File: src/rtl/synth_i2c_pkg.sv
package synth_i2c_pkg;

    typedef enum logic [2:0] {
        ST_IDLE,
        ST_ADDR,
        ST_ACK_ADDR,
        ST_DATA,
        ST_ACK_DATA,
        ST_IGNORE
    } bus_state_t;

    typedef enum logic [1:0] {
        PH_FIRST,
        PH_DIV2,
        PH_CTL2
    } pair_phase_t;

endpackage

File: src/rtl/i2c_line_sync.sv
module i2c_line_sync #(
    parameter int STAGES = 2
) (
    input  logic clk,
    input  logic rst_n,
    input  logic scl_i,
    input  logic sda_i,
    output logic sda_lvl,
    output logic scl_lvl,
    output logic scl_rise,
    output logic scl_fall,
    output logic start_evt,
    output logic stop_evt
);
    logic [STAGES-1:0] scl_sh;
    logic [STAGES-1:0] sda_sh;
    logic              scl_d;
    logic              sda_d;

    generate
        if (STAGES == 1) begin : g_one
            always_ff @(posedge clk or negedge rst_n) begin
                if (!rst_n) begin
                    scl_sh <= '1;
                    sda_sh <= '1;
                end else begin
                    scl_sh <= scl_i;
                    sda_sh <= sda_i;
                end
            end
        end else begin : g_many
            always_ff @(posedge clk or negedge rst_n) begin
                if (!rst_n) begin
                    scl_sh <= '1;
                    sda_sh <= '1;
                end else begin
                    scl_sh <= {scl_sh[STAGES-2:0], scl_i};
                    sda_sh <= {sda_sh[STAGES-2:0], sda_i};
                end
            end
        end
    endgenerate

    always_ff @(posedge clk or negedge rst_n) begin
        if (!rst_n) begin
            scl_d <= 1'b1;
            sda_d <= 1'b1;
        end else begin
            scl_d <= scl_sh[STAGES-1];
            sda_d <= sda_sh[STAGES-1];
        end
    end

    always_comb begin
        scl_lvl   = scl_sh[STAGES-1];
        sda_lvl   = sda_sh[STAGES-1];
        scl_rise  = scl_lvl & ~scl_d;
        scl_fall  = ~scl_lvl & scl_d;
        start_evt = scl_lvl & scl_d & sda_d & ~sda_lvl;
        stop_evt  = scl_lvl & scl_d & ~sda_d & sda_lvl;
    end

endmodule

File: src/rtl/i2c_slave_fsm.sv
module i2c_slave_fsm
    import synth_i2c_pkg::*;
#(
    parameter int          BYTE_BITS = 8,
    parameter logic [4:0]  ADDR_HI   = 5'b11000
) (
    input  logic                 clk,
    input  logic                 rst_n,
    input  logic                 sda_lvl,
    input  logic                 scl_lvl,
    input  logic                 scl_rise,
    input  logic                 scl_fall,
    input  logic                 start_evt,
    input  logic                 stop_evt,
    input  logic [1:0]           addr_sel,
    output logic                 sda_pull,
    output logic                 byte_vld,
    output logic                 txn_start,
    output logic [BYTE_BITS-1:0] rx_byte
);
    localparam int CW = $clog2(BYTE_BITS + 1);
    localparam logic [CW-1:0] FULL = CW'(BYTE_BITS);

    bus_state_t           state, nxt;
    logic [CW-1:0]        bit_cnt;
    logic [BYTE_BITS-1:0] shreg;
    logic                 addr_hit;
    logic                 byte_done;

    assign addr_hit  = (shreg == {ADDR_HI, addr_sel, 1'b0});
    assign byte_done = scl_fall && (bit_cnt == FULL);
    assign rx_byte   = shreg;

    // state register
    always_ff @(posedge clk or negedge rst_n) begin
        if (!rst_n) state <= ST_IDLE;
        else        state <= nxt;
    end

    // next-state logic
    always_comb begin
        nxt = state;
        if (start_evt) begin
            nxt = ST_ADDR;
        end else if (stop_evt) begin
            nxt = ST_IDLE;
        end else begin
            unique case (state)
                ST_IDLE:     nxt = ST_IDLE;
                ST_ADDR:     if (byte_done) nxt = addr_hit ? ST_ACK_ADDR : ST_IGNORE;
                ST_ACK_ADDR: if (scl_fall)  nxt = ST_DATA;
                ST_DATA:     if (byte_done) nxt = ST_ACK_DATA;
                ST_ACK_DATA: if (scl_fall)  nxt = ST_DATA;
                ST_IGNORE:   nxt = ST_IGNORE;
                default:     nxt = ST_IDLE;
            endcase
        end
    end

    // shift register and bit counter
    always_ff @(posedge clk or negedge rst_n) begin
        if (!rst_n) begin
            bit_cnt <= '0;
            shreg   <= '0;
        end else if (start_evt) begin
            bit_cnt <= '0;
        end else if ((state == ST_ADDR || state == ST_DATA) && scl_rise
                     && bit_cnt != FULL) begin
            shreg   <= {shreg[BYTE_BITS-2:0], sda_lvl};
            bit_cnt <= bit_cnt + 1'b1;
        end else if ((state == ST_ACK_ADDR || state == ST_ACK_DATA) && scl_fall) begin
            bit_cnt <= '0;
        end
    end

    // registered strobes toward the word registers
    always_ff @(posedge clk or negedge rst_n) begin
        if (!rst_n) begin
            byte_vld  <= 1'b0;
            txn_start <= 1'b0;
        end else begin
            byte_vld  <= (state == ST_DATA) && byte_done && !start_evt && !stop_evt;
            txn_start <= (state == ST_ADDR) && byte_done && addr_hit
                         && !start_evt && !stop_evt;
        end
    end

    // outputs
    always_comb begin
        sda_pull = (state == ST_ACK_ADDR) || (state == ST_ACK_DATA);
    end

    assert_ack_after_byte_R2: assert property (@(posedge clk) disable iff (!rst_n)
        $rose(sda_pull) |-> $past(bit_cnt) == FULL);

    assert_ack_changes_scl_low_R2: assert property (@(posedge clk) disable iff (!rst_n)
        !$stable(sda_pull) |-> !scl_lvl);

    assert_strobe_then_ack_R2: assert property (@(posedge clk) disable iff (!rst_n)
        byte_vld |-> sda_pull);

endmodule

File: src/rtl/synth_word_regs.sv
module synth_word_regs
    import synth_i2c_pkg::*;
#(
    parameter int SF_BITS = 15,
    parameter int SW_BITS = 5
) (
    input  logic               clk,
    input  logic               rst_n,
    input  logic               byte_vld,
    input  logic               txn_start,
    input  logic [7:0]         rx_byte,
    output logic [SF_BITS-1:0] scale_factor,
    output logic               cp_high,
    output logic               div_test,
    output logic               cp_off,
    output logic               drv_off,
    output logic [SW_BITS-1:0] sw_on
);
    localparam int HI_BITS = SF_BITS - 8;

    pair_phase_t        phase;
    logic [HI_BITS-1:0] hi_hold;

    always_ff @(posedge clk or negedge rst_n) begin
        if (!rst_n) begin
            phase        <= PH_FIRST;
            hi_hold      <= '0;
            scale_factor <= '0;
            cp_high      <= 1'b0;
            div_test     <= 1'b0;
            cp_off       <= 1'b0;
            drv_off      <= 1'b0;
            sw_on        <= '0;
        end else if (txn_start) begin
            phase <= PH_FIRST;
        end else if (byte_vld) begin
            unique case (phase)
                PH_FIRST: begin
                    if (rx_byte[7]) begin
                        cp_high  <= rx_byte[6];
                        div_test <= rx_byte[5];
                        cp_off   <= rx_byte[4];
                        drv_off  <= rx_byte[0];
                        phase    <= PH_CTL2;
                    end else begin
                        hi_hold <= rx_byte[HI_BITS-1:0];
                        phase   <= PH_DIV2;
                    end
                end
                PH_DIV2: begin
                    scale_factor <= {hi_hold, rx_byte};
                    phase        <= PH_FIRST;
                end
                PH_CTL2: begin
                    sw_on <= {rx_byte[7:4], rx_byte[1]};
                    phase <= PH_FIRST;
                end
                default: phase <= PH_FIRST;
            endcase
        end
    end

    assert_sf_single_update_R4: assert property (@(posedge clk) disable iff (!rst_n)
        !$stable(scale_factor) |-> $past(byte_vld && phase == PH_DIV2));

    assert_ctl_from_opener_R5: assert property (@(posedge clk) disable iff (!rst_n)
        !$stable({cp_high, div_test, cp_off, drv_off})
            |-> $past(byte_vld && phase == PH_FIRST && rx_byte[7]));

    assert_sw_from_second_R6: assert property (@(posedge clk) disable iff (!rst_n)
        !$stable(sw_on) |-> $past(byte_vld && phase == PH_CTL2));

endmodule

File: src/rtl/synth_i2c_prog.sv
module synth_i2c_prog #(
    parameter int         SYNC_STAGES = 2,
    parameter logic [4:0] ADDR_HI     = 5'b11000
) (
    input  logic        clk,
    input  logic        rst_n,
    input  logic        scl_i,
    input  logic        sda_i,
    input  logic [1:0]  addr_sel,
    output logic        sda_pull,
    output logic [14:0] scale_factor,
    output logic        cp_high,
    output logic        div_test,
    output logic        cp_off,
    output logic        drv_off,
    output logic [4:0]  sw_on
);
    logic       sda_lvl, scl_lvl, scl_rise, scl_fall, start_evt, stop_evt;
    logic       byte_vld, txn_start;
    logic [7:0] rx_byte;

    i2c_line_sync #(.STAGES(SYNC_STAGES)) u_sync (
        .clk(clk), .rst_n(rst_n), .scl_i(scl_i), .sda_i(sda_i),
        .sda_lvl(sda_lvl), .scl_lvl(scl_lvl), .scl_rise(scl_rise),
        .scl_fall(scl_fall), .start_evt(start_evt), .stop_evt(stop_evt)
    );

    i2c_slave_fsm #(.BYTE_BITS(8), .ADDR_HI(ADDR_HI)) u_fsm (
        .clk(clk), .rst_n(rst_n), .sda_lvl(sda_lvl), .scl_lvl(scl_lvl),
        .scl_rise(scl_rise), .scl_fall(scl_fall), .start_evt(start_evt),
        .stop_evt(stop_evt), .addr_sel(addr_sel), .sda_pull(sda_pull),
        .byte_vld(byte_vld), .txn_start(txn_start), .rx_byte(rx_byte)
    );

    synth_word_regs #(.SF_BITS(15), .SW_BITS(5)) u_regs (
        .clk(clk), .rst_n(rst_n), .byte_vld(byte_vld), .txn_start(txn_start),
        .rx_byte(rx_byte), .scale_factor(scale_factor), .cp_high(cp_high),
        .div_test(div_test), .cp_off(cp_off), .drv_off(drv_off), .sw_on(sw_on)
    );

    assert_no_pull_in_reset_R8: assert property (@(posedge clk)
        !rst_n |-> !sda_pull);

endmodule

File: config.mk
export PLATFORM = sky130hd
export DESIGN_NAME = synth_i2c_prog
export DESIGN_NICKNAME = d
export VERILOG_FILES = /design/src/rtl/synth_i2c_pkg.sv /design/src/rtl/i2c_line_sync.sv /design/src/rtl/i2c_slave_fsm.sv /design/src/rtl/synth_word_regs.sv /design/src/rtl/synth_i2c_prog.sv
export SDC_FILE = /design/constraint.sdc
export NUM_CORES = 1
export LEC_CHECK = 0
export BUFFER_PORTS_ARGS = -buffer_cell sky130_fd_sc_hd__buf_2
export CAP_MARGIN = 0
export CORE_MARGIN = 5
export CORE_UTILIZATION = 55
export CTS_CLUSTER_DIAMETER = 120
export DETAILED_ROUTE_END_ITERATION = 6
export GPL_ROUTABILITY_DRIVEN = 0
export PLACE_DENSITY_LB_ADDON = 0.15
export SLEW_MARGIN = 20
export SYNTH_ARGS = -nofsm -noshare
export SYNTH_HDL_FRONTEND = slang
export SYNTH_SLANG_ARGS = --single-unit
File: constraint.sdc
create_clock -name clk -period 4 [get_ports clk]
set_input_delay 0 -clock clk [delete_from_list [all_inputs] [get_ports clk]]
set_output_delay 0 -clock clk [all_outputs]
set_load 0.02 [all_outputs]
**Word level (Yosys, flattened, before mapping)**

Index checks and enable logic that the tools add are counted.

- Bits in registers: 56
- Word-level logic and storage cells: 84

- Add/sub/neg operators: 1
- Eq/ne operators: 13
- Mux-type cells: 14
- Bitwise operators: 14
- Reductions and logical operators: 25

Operators with widths:

| cell | count |
|---|---|
| 3-bit two-way mux | 6 |
| 4-bit two-way mux | 3 |
| 4-bit by 1-bit inequality test with 1-bit output (second input constant) | 3 |
| 3-bit one-hot mux with 4 select lines | 1 |
| 1-bit logical AND | 11 |
| 3-bit AND reduction | 3 |
| 8-bit equality test | 1 |
| 2-bit two-way mux | 4 |
| 4-bit AND reduction | 2 |
| 1-bit AND | 7 |
| 1-bit inverter | 7 |
| 3-bit by 2-bit equality test with 1-bit output (second input constant) | 2 |
| 3-bit equality test (second input constant) | 2 |
| 4-bit by 1-bit adder with 4-bit output (second input constant) | 1 |
| 4-bit equality test (second input constant) | 1 |
| 4-bit inequality test (second input constant) | 1 |
| 3-bit by 1-bit equality test with 1-bit output (second input constant) | 1 |
| 3-bit nonzero test | 1 |
| 2-bit by 1-bit equality test with 1-bit output (second input constant) | 1 |
| 2-bit equality test (second input constant) | 1 |
| 1-bit zero test | 2 |
| 2-bit zero test | 1 |
| 1-bit logical OR | 2 |
| 2-bit AND reduction | 1 |
| other kinds (2) | 2 |

**Depth between registers and ports, before layout**

- Depth after elaboration: 7
- Gate-level depth with buffers: 8
- Mapped depth without buffers: 6

**Cells and area by module**

From an unflattened synthesis, not the netlist that was laid out.

- Cell total of the unflattened synthesis: 165
- Area, all modules: 2392.3 um^2

Modules (own cells, without submodules):

| module | instances | cells an instance | area each (um^2) |
|---|---|---|---|
| synth_word_regs | 1 | 75 | 1292.5 |
| i2c_slave_fsm | 1 | 80 | 909.6 |
| i2c_line_sync | 1 | 10 | 190.2 |

**Worst setup path after synthesis**

OpenSTA, ideal clock, no wires.

- Path kind: reg-to-reg
- Start: register u_fsm.bit_cnt[0]
- End: register u_fsm.shreg[1], in the netlist u_fsm.rx_byte[1]
- Arrival time: 1.565 ns
- Required time: 3.875 ns
- Setup slack: 2.310 ns
- Stages on the path, launching flop included: 8
- Period minus slack after synthesis: 1.690 ns
- Cells stage by stage: dfrtp_1 > inv_1 > ha_1 > and3b_2 > or2_1 > buf_6 > buf_12 > mux2_4

- Longest elaborated chain between the ends: 3

Ends and longest elaborated chain:

| what | RTL line | RTL |
|---|---|---|
| start: declaration | i2c_slave_fsm.sv:25 | `logic [CW-1:0] bit_cnt;` |
| start signal: assignment | i2c_slave_fsm.sv:70 | `bit_cnt <= bit_cnt + 1'b1;` |
| 4-bit inequality test | i2c_slave_fsm.sv:68 | `&& bit_cnt != FULL) begin` |
| 1-bit logical AND | i2c_slave_fsm.sv:68 |  |
| 2-bit AND reduction (no line) | -- |  |
| end signal: assignment | i2c_slave_fsm.sv:69 | `shreg <= {shreg[BYTE_BITS-2:0], sda_lvl};` |
| end: declaration | i2c_slave_fsm.sv:26 | `logic [BYTE_BITS-1:0] shreg;` |

Every way passes these cells.
A chain may end at the register's enable or synchronous reset.

**Worst setup path after layout**

- Start: register u_fsm.bit_cnt[0]
- End: register u_fsm.bit_cnt[0]

- Longest elaborated chain between the ends: 4
- Elaborated cells on any way between the ends: 6
- Classes of those cells: add/sub: 1; eq/ne: 1; mux: 2; reduce/logical: 2

Ends and longest elaborated chain:

| what |
|---|
| parallel branches: the longest is 4 deep, another holds 4-bit by 1-bit adder with 4-bit output |

Several ways; the timed one is not identified.

==> results.yml <==
sta:
  finClkSkew_ns: 0.008397
  fin_crit_sh_pct: 49.61
  tightest_slew_ns: 0.7632
  drv_slew: 0
  tns_ns: 0
  hold_violations: 0
  slew_headroom_pct: 49.06
  max_freq_ghz: 0.5039
  min_period_ns: 1.985
  setup_ws_ns: 2.015
  finalSetupViolCount: 0
  rsz0062_at_grt: "no"
  hold_slack_ns: 0.2189
clock_network:
  cts_tree: "done"
  cts_root_buffer: "clkbuf_8"
  cts_setup_buffers: 0
  cts_buffer_depth: 2
  cts.sinks: 56
  cts_buffers: 5
  path_clk_slew_ns: 0.08
  cts.repair.resized: 0
  insertion_delay_ns: 0.30
  htreeDepth: 2
yosys:
  ys_top_cells_by_area: "dfrtp_1 (52%), mux2_2 (15%), dfstp_2 (6.5%), mux2_4 (3.7%), nor3b_1 (1.2%)"
  synthArstFlopShare_pct: 100.0
  synth_top_area_share_pct: 51.76
  synth_seq_cells: 56
  ys_seq_area_share_pct: 58.28
  synth_top_area_cell: "dfrtp_1"
  ys_top_cells_by_count: "dfrtp_1 (50), mux2_2 (33), inv_1 (7)"
  synth_fp_nets: 179
  synth-edff-count: 0
  synth_area_per_cell_um2: 14.14
  synth_area_um2: 2417
  synth_ff_type: "dfrtp_1"
  yosysWarnings: 0
  yosysMostFrequentCell: "dfrtp_1"
  yosysUniqueCellTypes: 43
  synthCells: 171
drt:
  wl_mm: 4.258
  viasPerCell: 5.683
  remaining_drc_errors: 0
  num_vias: 1472
  ant_nets: 0
  drt_first_pass_iters: 4
  post_drt_wl_per_cell_um: 16.44
  drt_iter0_markers: 79
grt:
  grt_max_degree: 57
  antenna_found_initial: 0
  first_global_vias: 1560
  grt_first_pass_wirelength_mm: 7.610
  grt-ovfl-total: 0
  met2_usage_pct: 26.28
  busiest_layer: "met2"
  grt_util_all_layers_pct: 16.04
  use_met1_pct: 20.69
  met3_usage_pct: 4.374
pwr:
  max-vdd-ir-drop_uv: 187.4
  power_mw: 1.227
  p_leak_nw: 1.409
  power_density_nw_per_um2: 452.7
cells_and_area:
  multi_input_area_um2: 942.2
  drive_above_1_share_pct: 43.48
  syn2layout_area_growth_pct: 12.16
  diodes: 0
  design_area_um2: 2711
  final.fill_count: 321
  layout.cells.non_filler: 259
  nets: 215
  fin_util_pct: 63.14
  seqCellArea_um2: 1409
placed_design:
  placed_area_um2: 2594
  dp.cells: 249
  place_hpwl_mm: 3.018
  io_buffer_count: 30
  place_worst_setup_slack_ns: 1.947
setup_path:
  worstSetupPathType: "reg2reg"
  cp_max_fo: 14
  crit_required_ns: 4.22
  critPathLaunchType: "flip-flop"
  endpoint_kind: "flip-flop"
  worstPathArrival_ns: 2.20
status:
  status: "finished clean"
die:
  dieArea_um2: 5821
  ioPinCount: 31
  die_w_um: 76.30
  rows: 24
  start_util_pct: 56.29
  fp.coreArea_um2: 4294
  die_y_um: 76.30
hold_path:
  holdCritPathClass: "in2reg"
flow_run:
  maxCapViolations: 0
[power breakdown]
group	switching, mW	internal, mW	total (mW)
logic	0.0991	0.117	0.216
registers	0.101	0.624	0.725
clock network	0.167	0.119	0.286
[sequential cells by signal (all words and copies together), names as in the netlist, 2 cells and up]
name / flops
u_fsm.rx_byte: 8
u_fsm.bit_cnt: 4
u_fsm.state: 3
u_regs.phase: 2
u_regs.scale_factor: 15
u_sync.sda_sh: 2
u_regs.hi_hold: 7
u_sync.scl_sh: 2
u_regs.sw_on: 5
[critical path, stage by stage, from the launching register on]
cell and delay (ns):
dfrtp_1 0.42, inv_1 0.09, ha_1 0.15, and3b_2 0.21, or2_1 0.57, or3b_1 0.40
o21ai_0 0.07
[area by class of cell]
cell class              count  area share, %
multi-input cells         103          34.75
well taps                  52          2.400
clock buffers               5          2.538
clock inverters             2         0.4615
repair buffers             34          6.922
flip-flops and latches     56          51.96
inverters                   7         0.9691
[cell families (layout without fill, tap and decap cells)]
group,count (synthesis),in the layout,share of synthesized area (%)
flops,56,56,58.28
mux,40,40,19.51
simple gates,39,39,11.59
compound gates,18,18,5.125
buf+inv,12,48,3.003
xor+xnor,4,4,1.450
fa+ha+maj,2,2,1.035
[routing by layer]
layer | up-vias | routed length [um]
met3 | 4 | 206
met1 | 748 | 1881
met2 | 37 | 2138
li1 | 683 | -
met4 | 0 | 31
met5 | - | 0
[worst paths after layout]
check / from / end / slack, ns / cells past startpoint
setup reg to reg: u_fsm.bit_cnt[0] / u_fsm.bit_cnt[0] / 2.02 / 6
hold / removal: addr_sel[1] / u_fsm.state[0] / 0.22 / 5
min in group asynchronous: rst_n / u_regs.cp_high / 0.36 / 3
max in group asynchronous: rst_n / u_regs.sw_on[4] / 3.21 / 3
hold reg to reg: u_sync.scl_sh[0] / u_sync.scl_sh[1] / 0.36 / 0
setup / recovery: u_fsm.bit_cnt[0] / u_fsm.bit_cnt[0] / 2.02 / 6
[layout by cell type, fill, tap and decap left out, types with 5 or more instances in the layout]
cell type / count
dfstp_2: 6
nand2_1: 6
dfrtp_1: 50
inv_1: 7
buf_2: 30
mux2_2: 33
mux2_4: 6
clkbuf_8: 5
[repair_timing]
action	CTS	global route
endpoints found under the hold margin	52	0
setup endpoints to repair	0	0
hold buffers	3	0
Power figures use the tool's default switching activity.
